<file path="config.mk">
export PLATFORM = sky130hd
export DESIGN_NAME = warp_issue_sched
export DESIGN_NICKNAME = d
export VERILOG_FILES = /design/src/rtl/warp_sched_pkg.sv /design/src/rtl/warp_ready_flags.sv /design/src/rtl/warp_ctx_store.sv /design/src/rtl/warp_rr_pick.sv /design/src/rtl/warp_issue_sched.sv
export SDC_FILE = /design/constraint.sdc
export NUM_CORES = 2
export LEC_CHECK = 0
export BUFFER_PORTS_ARGS = -buffer_cell sky130_fd_sc_hd__buf_2
export CAP_MARGIN = 30
export CORE_ASPECT_RATIO = 1.75
export CORE_MARGIN = 2
export CORE_UTILIZATION = 55
export CTS_CLUSTER_SIZE = 16
export DETAILED_ROUTE_END_ITERATION = 10
export PLACE_DENSITY = 0.81
export SYNTH_ARGS = -nofsm -noshare
export SYNTH_HDL_FRONTEND = slang
export SYNTH_SLANG_ARGS = --single-unit
</file>
<file path="constraint.sdc">
create_clock -name clk -period 8.3 [get_ports clk]
set_clock_uncertainty 0.1 [all_clocks]
set_input_delay 2.49 -clock clk [delete_from_list [all_inputs] [get_ports clk]]
set_output_delay 2.49 -clock clk [all_outputs]
set_load 0.01 [all_outputs]
</file>
<file path="src/rtl/warp_sched_pkg.sv">
package warp_sched_pkg;
  // Default geometry of the scheduler
  localparam int unsigned WS_WARPS   = 24;
  localparam int unsigned WS_LANES   = 8;
  localparam int unsigned WS_THREADS = 32;
  localparam int unsigned WS_PC_W    = 16;
endpackage

</file>
<file path="src/rtl/warp_ready_flags.sv">
module warp_ready_flags #(
  parameter int NUM_WARPS = 24
) (
  input  logic                 clk,
  input  logic                 rst,
  input  logic [NUM_WARPS-1:0] set_i,
  input  logic [NUM_WARPS-1:0] clr_i,
  output logic [NUM_WARPS-1:0] ready_o
);
  // clear dominates a simultaneous set
  always_ff @(posedge clk) begin
    if (rst) ready_o <= '0;
    else     ready_o <= (ready_o | set_i) & ~clr_i;
  end
endmodule

</file>
<file path="src/rtl/warp_ctx_store.sv">
module warp_ctx_store #(
  parameter int NUM_WARPS = 24,
  parameter int THREADS   = 32,
  parameter int PC_W      = 16,
  parameter int WID_W     = 5
) (
  input  logic               clk,
  input  logic               wr_en,
  input  logic [WID_W-1:0]   wr_id,
  input  logic [PC_W-1:0]    wr_pc,
  input  logic [THREADS-1:0] wr_mask,
  input  logic               inc_en,
  input  logic [WID_W-1:0]   inc_id,
  input  logic [WID_W-1:0]   rd_id,
  output logic [PC_W-1:0]    rd_pc,
  output logic [THREADS-1:0] rd_mask
);
  logic [PC_W-1:0]    pc_mem   [NUM_WARPS];
  logic [THREADS-1:0] mask_mem [NUM_WARPS];

  always_ff @(posedge clk) begin
    if (wr_en && int'(wr_id) < NUM_WARPS) mask_mem[wr_id] <= wr_mask;
  end

  // a load of a new PC takes priority over the post-sequence increment
  always_ff @(posedge clk) begin
    if (wr_en && int'(wr_id) < NUM_WARPS)
      pc_mem[wr_id] <= wr_pc;
    else if (inc_en && int'(inc_id) < NUM_WARPS)
      pc_mem[inc_id] <= pc_mem[inc_id] + 1'b1;
  end

  assign rd_pc   = pc_mem[rd_id];
  assign rd_mask = mask_mem[rd_id];
endmodule

</file>
<file path="src/rtl/warp_rr_pick.sv">
module warp_rr_pick #(
  parameter int NUM_WARPS = 24,
  parameter int WID_W     = 5
) (
  input  logic [NUM_WARPS-1:0] ready_i,
  input  logic [WID_W-1:0]     last_i,
  output logic                 found_o,
  output logic [WID_W-1:0]     pick_o
);
  // search begins one past the previous grant and wraps around
  always_comb begin
    found_o = 1'b0;
    pick_o  = last_i;
    for (int k = 1; k <= NUM_WARPS; k++) begin
      int idx;
      idx = (int'(last_i) + k) % NUM_WARPS;
      if (!found_o && ready_i[idx]) begin
        found_o = 1'b1;
        pick_o  = WID_W'(idx);
      end
    end
  end
endmodule

</file>
<file path="src/rtl/warp_issue_sched.sv">
module warp_issue_sched
  import warp_sched_pkg::*;
#(
  parameter int NUM_WARPS = WS_WARPS,
  parameter int LANES     = WS_LANES,
  parameter int THREADS   = WS_THREADS,
  parameter int PC_W      = WS_PC_W,
  localparam int BEATS    = THREADS / LANES,
  localparam int BEAT_W   = (BEATS > 1) ? $clog2(BEATS) : 1,
  localparam int WID_W    = (NUM_WARPS > 1) ? $clog2(NUM_WARPS) : 1
) (
  input  logic                 clk,
  input  logic                 rst,
  input  logic                 ctx_wr_en,
  input  logic [WID_W-1:0]     ctx_wr_id,
  input  logic [PC_W-1:0]      ctx_wr_pc,
  input  logic [THREADS-1:0]   ctx_wr_mask,
  input  logic [NUM_WARPS-1:0] rdy_set,
  input  logic [NUM_WARPS-1:0] rdy_clr,
  output logic                 iss_valid,
  output logic [WID_W-1:0]     iss_warp,
  output logic [BEAT_W-1:0]    iss_beat,
  output logic [LANES-1:0]     iss_mask,
  output logic [PC_W-1:0]      iss_pc
);
  logic [NUM_WARPS-1:0] ready_q;
  logic                 found;
  logic [WID_W-1:0]     pick;
  logic                 last_beat, boundary;
  logic                 nxt_valid;
  logic [WID_W-1:0]     nxt_warp;
  logic [BEAT_W-1:0]    nxt_beat;
  logic [PC_W-1:0]      rd_pc, nxt_pc;
  logic [THREADS-1:0]   rd_mask;

  warp_ready_flags #(.NUM_WARPS(NUM_WARPS)) u_ready (
    .clk(clk), .rst(rst), .set_i(rdy_set), .clr_i(rdy_clr), .ready_o(ready_q)
  );

  warp_rr_pick #(.NUM_WARPS(NUM_WARPS), .WID_W(WID_W)) u_pick (
    .ready_i(ready_q), .last_i(iss_warp), .found_o(found), .pick_o(pick)
  );

  warp_ctx_store #(
    .NUM_WARPS(NUM_WARPS), .THREADS(THREADS), .PC_W(PC_W), .WID_W(WID_W)
  ) u_ctx (
    .clk(clk), .wr_en(ctx_wr_en), .wr_id(ctx_wr_id), .wr_pc(ctx_wr_pc),
    .wr_mask(ctx_wr_mask), .inc_en(last_beat), .inc_id(iss_warp),
    .rd_id(nxt_warp), .rd_pc(rd_pc), .rd_mask(rd_mask)
  );

  assign last_beat = iss_valid && (iss_beat == BEAT_W'(BEATS - 1));
  assign boundary  = !iss_valid || last_beat;

  always_comb begin
    nxt_valid = boundary ? found : 1'b1;
    nxt_warp  = (boundary && found) ? pick : iss_warp;
    nxt_beat  = boundary ? '0 : iss_beat + 1'b1;
    // same warp reselected: the stored PC updates on this very edge
    if (last_beat && nxt_warp == iss_warp) nxt_pc = rd_pc + 1'b1;
    else                                    nxt_pc = rd_pc;
  end

  always_ff @(posedge clk) begin
    if (rst) begin
      iss_valid <= 1'b0;
      iss_warp  <= WID_W'(NUM_WARPS - 1);
      iss_beat  <= '0;
      iss_mask  <= '0;
      iss_pc    <= '0;
    end else begin
      iss_valid <= nxt_valid;
      iss_warp  <= nxt_warp;
      iss_beat  <= nxt_beat;
      iss_mask  <= rd_mask[int'(nxt_beat) * LANES +: LANES];
      if (boundary) iss_pc <= nxt_pc;
    end
  end
endmodule

</file>
## After elaboration in Yosys (flattened, before gate mapping)

Memories as Yosys holds them, arrays and structs flattened. A register that Yosys moved wholly into a read port is not among the register bits.
Cells that the tools add are included.

- Bits in registers: 56
- Memory bits (writable): 1152
- Input bits: 104
- Output and inout bits: 32
- Logic and storage cells: 278
- Memories kept: 2

- Add/subtract/negate cells: 27
- Div/mod/pow operators: 24
- Order comparisons: 26
- Equality and inequality tests: 2
- Shifts and indexed selects: 1
- Multiplexer cells: 133
- Bitwise operators: 3
- Reduce and logical (&&, ||, !) cells: 54

Memory list:

| memory | depth | bits a word | rd ports | clocked after memory_dff | write ports | line | RTL |
|---|---|---|---|---|---|---|---|
| u_ctx.mask_mem | 24 | 32 | 1 | 0 | 1 | warp_ctx_store.sv:19 | `logic [THREADS-1:0] mask_mem [NUM_WARPS];` |
| u_ctx.pc_mem | 24 | 16 | 2 | 1 | 1 | warp_ctx_store.sv:18 | `logic [PC_W-1:0] pc_mem [NUM_WARPS];` |

Operator list:

| operator | number |
|---|---|
| < comparator 32 x 7 -> 1 bit (second input constant) | 24 |
| modulo 32 x 6 -> 32 bit (second input constant) | 24 |
| two-way mux 5 bit | 27 |
| binary-select mux 1 bit (select 5 bit) | 24 |
| two-way mux 1 bit | 79 |
| adder 5 x 5 -> 6 bit (second input constant) | 9 |
| adder 5 x 4 -> 6 bit (second input constant) | 8 |
| adder 16 x 1 -> 16 bit (second input constant) | 2 |
| two-way mux 16 bit | 2 |
| indexed part select 32 x 6 -> 8 bit | 1 |
| logical AND 1 bit | 28 |
| adder 5 x 3 -> 6 bit (second input constant) | 4 |
| bitwise AND 24 bit | 1 |
| zero test 1 bit | 24 |
| NOT 24 bit | 1 |
| OR 24 bit | 1 |
| OR reduction 16 bit | 1 |
| adder 5 x 2 -> 6 bit (second input constant) | 2 |
| < comparator 5 bit (second input constant) | 2 |
| adder 5 x 1 -> 6 bit (second input constant) | 1 |
| equality test 5 bit | 1 |
| adder 2 x 1 -> 2 bit (second input constant) | 1 |
| equality test 2 bit (second input constant) | 1 |
| two-way mux 2 bit | 1 |
| logical OR 1 bit | 1 |

## Longest topological paths before layout

- Word-level depth: 80
- Gate-level depth with buffers: 39
- Mapped depth without buffers: 29

## Modules after synthesis

Synthesis repeated with hierarchy kept, for this count alone.

- Cell total of the unflattened synthesis: 3418
- Area total of the unflattened synthesis: 56778.2 µm²

Modules (own cells, without submodules):

| module | instances | cells an instance | area each (µm²) |
|---|---|---|---|
| warp_ctx_store | 1 | 2225 | 47962.2 |
| warp_rr_pick | 1 | 909 | 6262.3 |
| warp_issue_sched | 1 | 210 | 1740.4 |
| warp_ready_flags | 1 | 74 | 813.3 |

## Worst setup path after synthesis

Ideal clock, no wire load.

- Path type: register -> register
- Start point: reg iss_warp[3]
- End point: reg iss_pc[10]
- Library setup time: 0.062 ns
- Arrival: 8.284 ns
- Path slack: -0.146 ns
- Stages on the path, launching flop included: 35
- Clock period less this slack: 8.446 ns
- Cells stage by stage: dfxtp_1 -> buf_4 -> inv_2 -> buf_2 -> buf_1 -> clkbuf_1 -> ha_1 -> nor3b_1 -> nor2_1 -> ha_1 -> nand2b_1 -> o41a_1 -> or3_1 -> a221o_1 -> o211ai_1 -> nor3_1 -> and4b_1 -> buf_4 -> nand3_2 -> buf_2 -> a21oi_1 -> a2111o_1 -> buf_4 -> nand2_4 -> buf_4 -> mux4_2 -> o211ai_1 -> o2111ai_2 -> ha_1 -> and2_1 -> and4bb_2 -> nand3_2 -> nor2_1 -> or4_1 -> nand3_1

- Word-level cells in the longest chain between the ends: 80
- Elaborated cells on any way between the ends: 221

Ends and longest elaborated chain:

| what | line | RTL |
|---|---|---|
| start: declaration | warp_issue_sched.sv:21 | `output logic [WID_W-1:0] iss_warp,` |
| start signal: assignment | warp_issue_sched.sv:67 | `iss_warp <= WID_W'(NUM_WARPS - 1);` |
| start signal: assignment | warp_issue_sched.sv:73 | `iss_warp <= nxt_warp;` |
| adder 5 x 1 -> 6 bit | warp_rr_pick.sv:16 | `idx = (int'(last_i) + k) % NUM_WARPS;` |
| modulo 32 x 6 -> 32 bit | warp_rr_pick.sv:16 |  |
| binary-select mux 1 bit (select 5 bit) | warp_rr_pick.sv:17 | `if (!found_o && ready_i[idx]) begin` |
| two-way mux 1 bit (implied by the code) (2 in a row) | warp_rr_pick.sv:17 |  |
| two-way mux 1 bit | warp_rr_pick.sv:17 |  |
| zero test 1 bit | warp_rr_pick.sv:17 |  |
| logical AND 1 bit | warp_rr_pick.sv:17 |  |
| two-way mux 1 bit | warp_rr_pick.sv:17 |  |
| [... 63 more ...] | n/a |  |
| zero test 1 bit | warp_rr_pick.sv:17 |  |
| logical AND 1 bit | warp_rr_pick.sv:17 |  |
| two-way mux 1 bit | warp_rr_pick.sv:17 |  |
| logical AND 1 bit | warp_issue_sched.sv:57 | `nxt_warp = (boundary && found) ? pick : iss_warp;` |
| two-way mux 5 bit | warp_issue_sched.sv:57 |  |
| memory (24 x 16 bit) / equality test 5 bit (equally long branches) | n/a |  |
| adder 16 x 1 -> 16 bit / logical AND 1 bit (equally long branches) | warp_issue_sched.sv:60 | `if (last_beat && nxt_warp == iss_warp) nxt_pc = rd_pc + 1'b1;` |
| two-way mux 16 bit * | warp_issue_sched.sv:60 |  |
| end signal: assignment | warp_issue_sched.sv:76 | `if (boundary) iss_pc <= nxt_pc;` |
| end: declaration | warp_issue_sched.sv:24 | `output logic [PC_W-1:0] iss_pc` |

Every way passes the cells marked *; elsewhere a longest branch is shown, timed or not. The select of a mux whose other input is x is not followed.
A chain may end at the register's enable or synchronous reset.

## Worst setup path after layout

- Start point: reg iss_warp[1]
- End point: reg iss_mask[6]

- Word-level cells in the longest chain between the ends: 79
- Elaborated cells on any way between the ends: 218

Ends and longest elaborated chain:

| what | line | RTL |
|---|---|---|
| adder 5 x 1 -> 6 bit | warp_rr_pick.sv:16 |  |
| modulo 32 x 6 -> 32 bit | warp_rr_pick.sv:16 |  |
| binary-select mux 1 bit (select 5 bit) | warp_rr_pick.sv:17 |  |
| two-way mux 1 bit (implied by the code) (2 in a row) | warp_rr_pick.sv:17 |  |
| two-way mux 1 bit | warp_rr_pick.sv:17 |  |
| zero test 1 bit | warp_rr_pick.sv:17 |  |
| logical AND 1 bit | warp_rr_pick.sv:17 |  |
| two-way mux 1 bit | warp_rr_pick.sv:17 |  |
| [... 62 more ...] | n/a |  |
| two-way mux 1 bit | warp_rr_pick.sv:17 |  |
| zero test 1 bit | warp_rr_pick.sv:17 |  |
| logical AND 1 bit | warp_rr_pick.sv:17 |  |
| two-way mux 1 bit | warp_rr_pick.sv:17 |  |
| logical AND 1 bit | warp_issue_sched.sv:57 |  |
| two-way mux 5 bit * | warp_issue_sched.sv:57 |  |
| memory (24 x 32 bit) * | n/a |  |
| indexed part select 32 x 6 -> 8 bit * | warp_issue_sched.sv:75 | `iss_mask <= rd_mask[int'(nxt_beat) * LANES +: LANES];` |
| end signal: assignment | warp_issue_sched.sv:75 |  |
| end: declaration | warp_issue_sched.sv:23 | `output logic [LANES-1:0] iss_mask,` |

Marks and branches as above.

==> impl_metrics.json <==
{
  "grt_overflow": 0,
  "cp_common_cell": "buf_4",
  "antenna_found_initial": 17,
  "cp_max_fo": 22,
  "synth.distinct_cells": 131,
  "core.rowCount": 158,
  "crit_path_start_kind": "register",
  "die_w_um": 251,
  "numPortBuffers": 135,
  "yosysSeqAreaShare_pct": 60.9,
  "placed_cells": 5474,
  "clock_latency_ps": 760,
  "pre_cts_ws_ps": 203,
  "drive_gt1_share_pct": 28.1,
  "synth_nets": 4046,
  "hp-class": "reg -> reg",
  "r2r_slack_ps": 250,
  "ioPinCount": 136,
  "vias": 41207,
  "die_h_um": 436,
  "grt_max_degree": 86,
  "worstMarginPinSlew_ps": 1050,
  "layout_commonest_cell": "edfxtp_1",
  "post-route-period-util_pct": 97.0,
  "cp_slowest_stage_delay_ps": 670,
  "yosysWarnings": 0,
  "root_buffer": "clkbuf_16",
  "n_fill_cell": 7245,
  "area_growth_pct": 13.7,
  "fmax_ghz": 0.124,
  "fp.coreArea_sq_um": 106000,
  "post-route-util_pct": 63.0,
  "syn_area_sq_um": 58700,
  "synth_flop_cell": "edfxtp_1",
  "layoutNonFillerInstCount": 5684,
  "critPathRequiredTime_ps": 8780,
  "final_cell_mix": "edfxtp_1 (1,152), mux4_2 (371), nand2_1 (361)",
  "ctsHtreeMaxLevel": 3,
  "finalHoldViolations": 0,
  "synth-seq-cells": 1208,
  "synth_enable_flop_cells": 1152,
  "cts_hold_buf": 0,
  "period_needed_ps": 8050,
  "gp_congestion": 1.10,
  "max_slew_margin_pct": 29.8,
  "status": "completed",
  "initial_core_util_pct": 55.4,
  "final_nets": 4384,
  "synth_top_area_share_pct": 59.0,
  "cp_top_family": "simple AND/OR/NAND/NOR gates",
  "clk_pin_slew_worst_paths_ps": 70,
  "ant_nets": 0,
  "routedWlPerCell_um": 35.7,
  "avgSynthCellArea_sq_um": 15.1,
  "critical_path_buf_inv_count": 6,
  "grt_pass1_wl_um": 290000,
  "cts_tree": "yes",
  "drc": 0,
  "endpoint_kind": "register",
  "wl_met2_um": 101000,
  "grtUsageTotal_pct": 37.2,
  "finalSetupViolCount": 0,
  "async_reset_ff_share_pct": 0,
  "dp_hpwl_um": 125000,
  "cts_sinks": 1208,
  "wl_met3_um": 21400,
  "drt_pre_antenna_iters": 6,
  "cts.path.max_buffers": 3,
  "ys_top_cells_by_area": "edfxtp_1 (59%), mux4_2 (14%), nand2_1 (2.3%)",
  "drt_iter0_drc": 5660,
  "synth_cells": 3892,
  "synth_top_cell_by_area": "edfxtp_1",
  "drt-met1-wl_um": 58000,
  "cts_made_buffers": 101,
  "holdWs_ps": 350,
  "drv_cap": 0,
  "slew_viol_final": 0,
  "setup_ws_ps": 247,
  "viasPerCell": 7.25,
  "wl_um": 203000,
  "cp.arrival_ps": 8530,
  "top_layer_used": "met5",
  "critPathKind": "reg -> reg",
  "grt_pass1_vias": 42338,
  "critPathSlowestCell": "mux4_2",
  "die-area_sq_um": 109000
}
-- metrics by stage --
| stage | TNS, ps | cell area (sq um) |
|---|---|---|
| finish | 0 | 66700 |
| global route | -9.41 | 66700 |
| CTS | 0 | 66500 |
| detailed placement | 0 | 63000 |
| global placement | 0 | 63000 |
| floorplan | 0 | 58700 |
-- area by class of cell --
class	count	area (sq um)	area share, %
inverter	64	249	0.373
clock buffer	126	2680	4.02
tap	1360	1700	2.55
timing repair buffer	485	3730	5.59
multi-input combinational	2370	21800	32.7
clock inverter	62	817	1.22
sequential	1208	35700	53.5
antenna	9	22.5	0.0337
-- sequential cells by signal (all words and copies together) (netlist names) --
name / flops
iss_pc: 16
u_ready.ready_o: 24
u_ctx.mask_mem: 768
iss_valid: 1
iss_beat: 2
iss_mask: 8
iss_warp: 5
u_ctx.pc_mem: 384
-- worst min-delay path, delay by kind of cell (launching register included) --
| family | cells | cell delay (ps) |
|---|---|---|
| DFF | 1 | 310 |
| AOI/OAI and AO/OA | 1 | 50 |
| and+or+nand+nor | 1 | 50 |
-- synthesized netlist by cell type (31+ instances only) --
master and number:
a211oi_1 31, a21oi_1 126, a31oi_1 41, a32oi_1 33
and3_1 39, buf_2 91, buf_4 33, clkbuf_1 82
dfxtp_1 56, edfxtp_1 1152, ha_1 50, inv_1 57
mux2_2 34, mux2i_1 99, mux4_2 371, nand2_1 362
nand2b_1 33, nand3_1 137, nor2_1 172, nor3_1 102
o21ai_0 118, xnor2_1 36
-- timing repair --
| item | CTS | global route |
|---|---|---|
| setup endpoints to repair | 0 | 20 |
| gates resized for setup | 0 | 14 |
| setup buffers | 0 | 5 |
-- final timing paths --
check / from / end / depth (start not counted)
max reg2reg: iss_warp[1] / iss_mask[6] / 26
min reg2reg: iss_pc[13] / iss_pc[13] / 2
max: iss_warp[1] / iss_mask[6] / 26
min: iss_pc[13] / iss_pc[13] / 2
-- routing by layer --
layer	GRT usage, %	vias up
met5	0	-
met4	33.7	12
met1	37.9	20265
li1	-	16391
met3	9.67	1147
met2	62.5	3392
-- kinds of logic after synthesis --
group / Yosys count / share of synthesized area, %
AND/OR/NAND/NOR: 1067 / 9.13
buffers and inverters: 314 / 2.65
AO/OA/AOI/OAI: 678 / 8.44
adder cells (fa/ha/maj): 50 / 1.07
multiplexers: 516 / 16.9
XOR/XNOR: 59 / 0.989
flip-flops: 1208 / 60.9
Power is left out: the tool's default activity adds up to more than one toggle a clock period on the data nets, which glitch-free logic cannot reach.
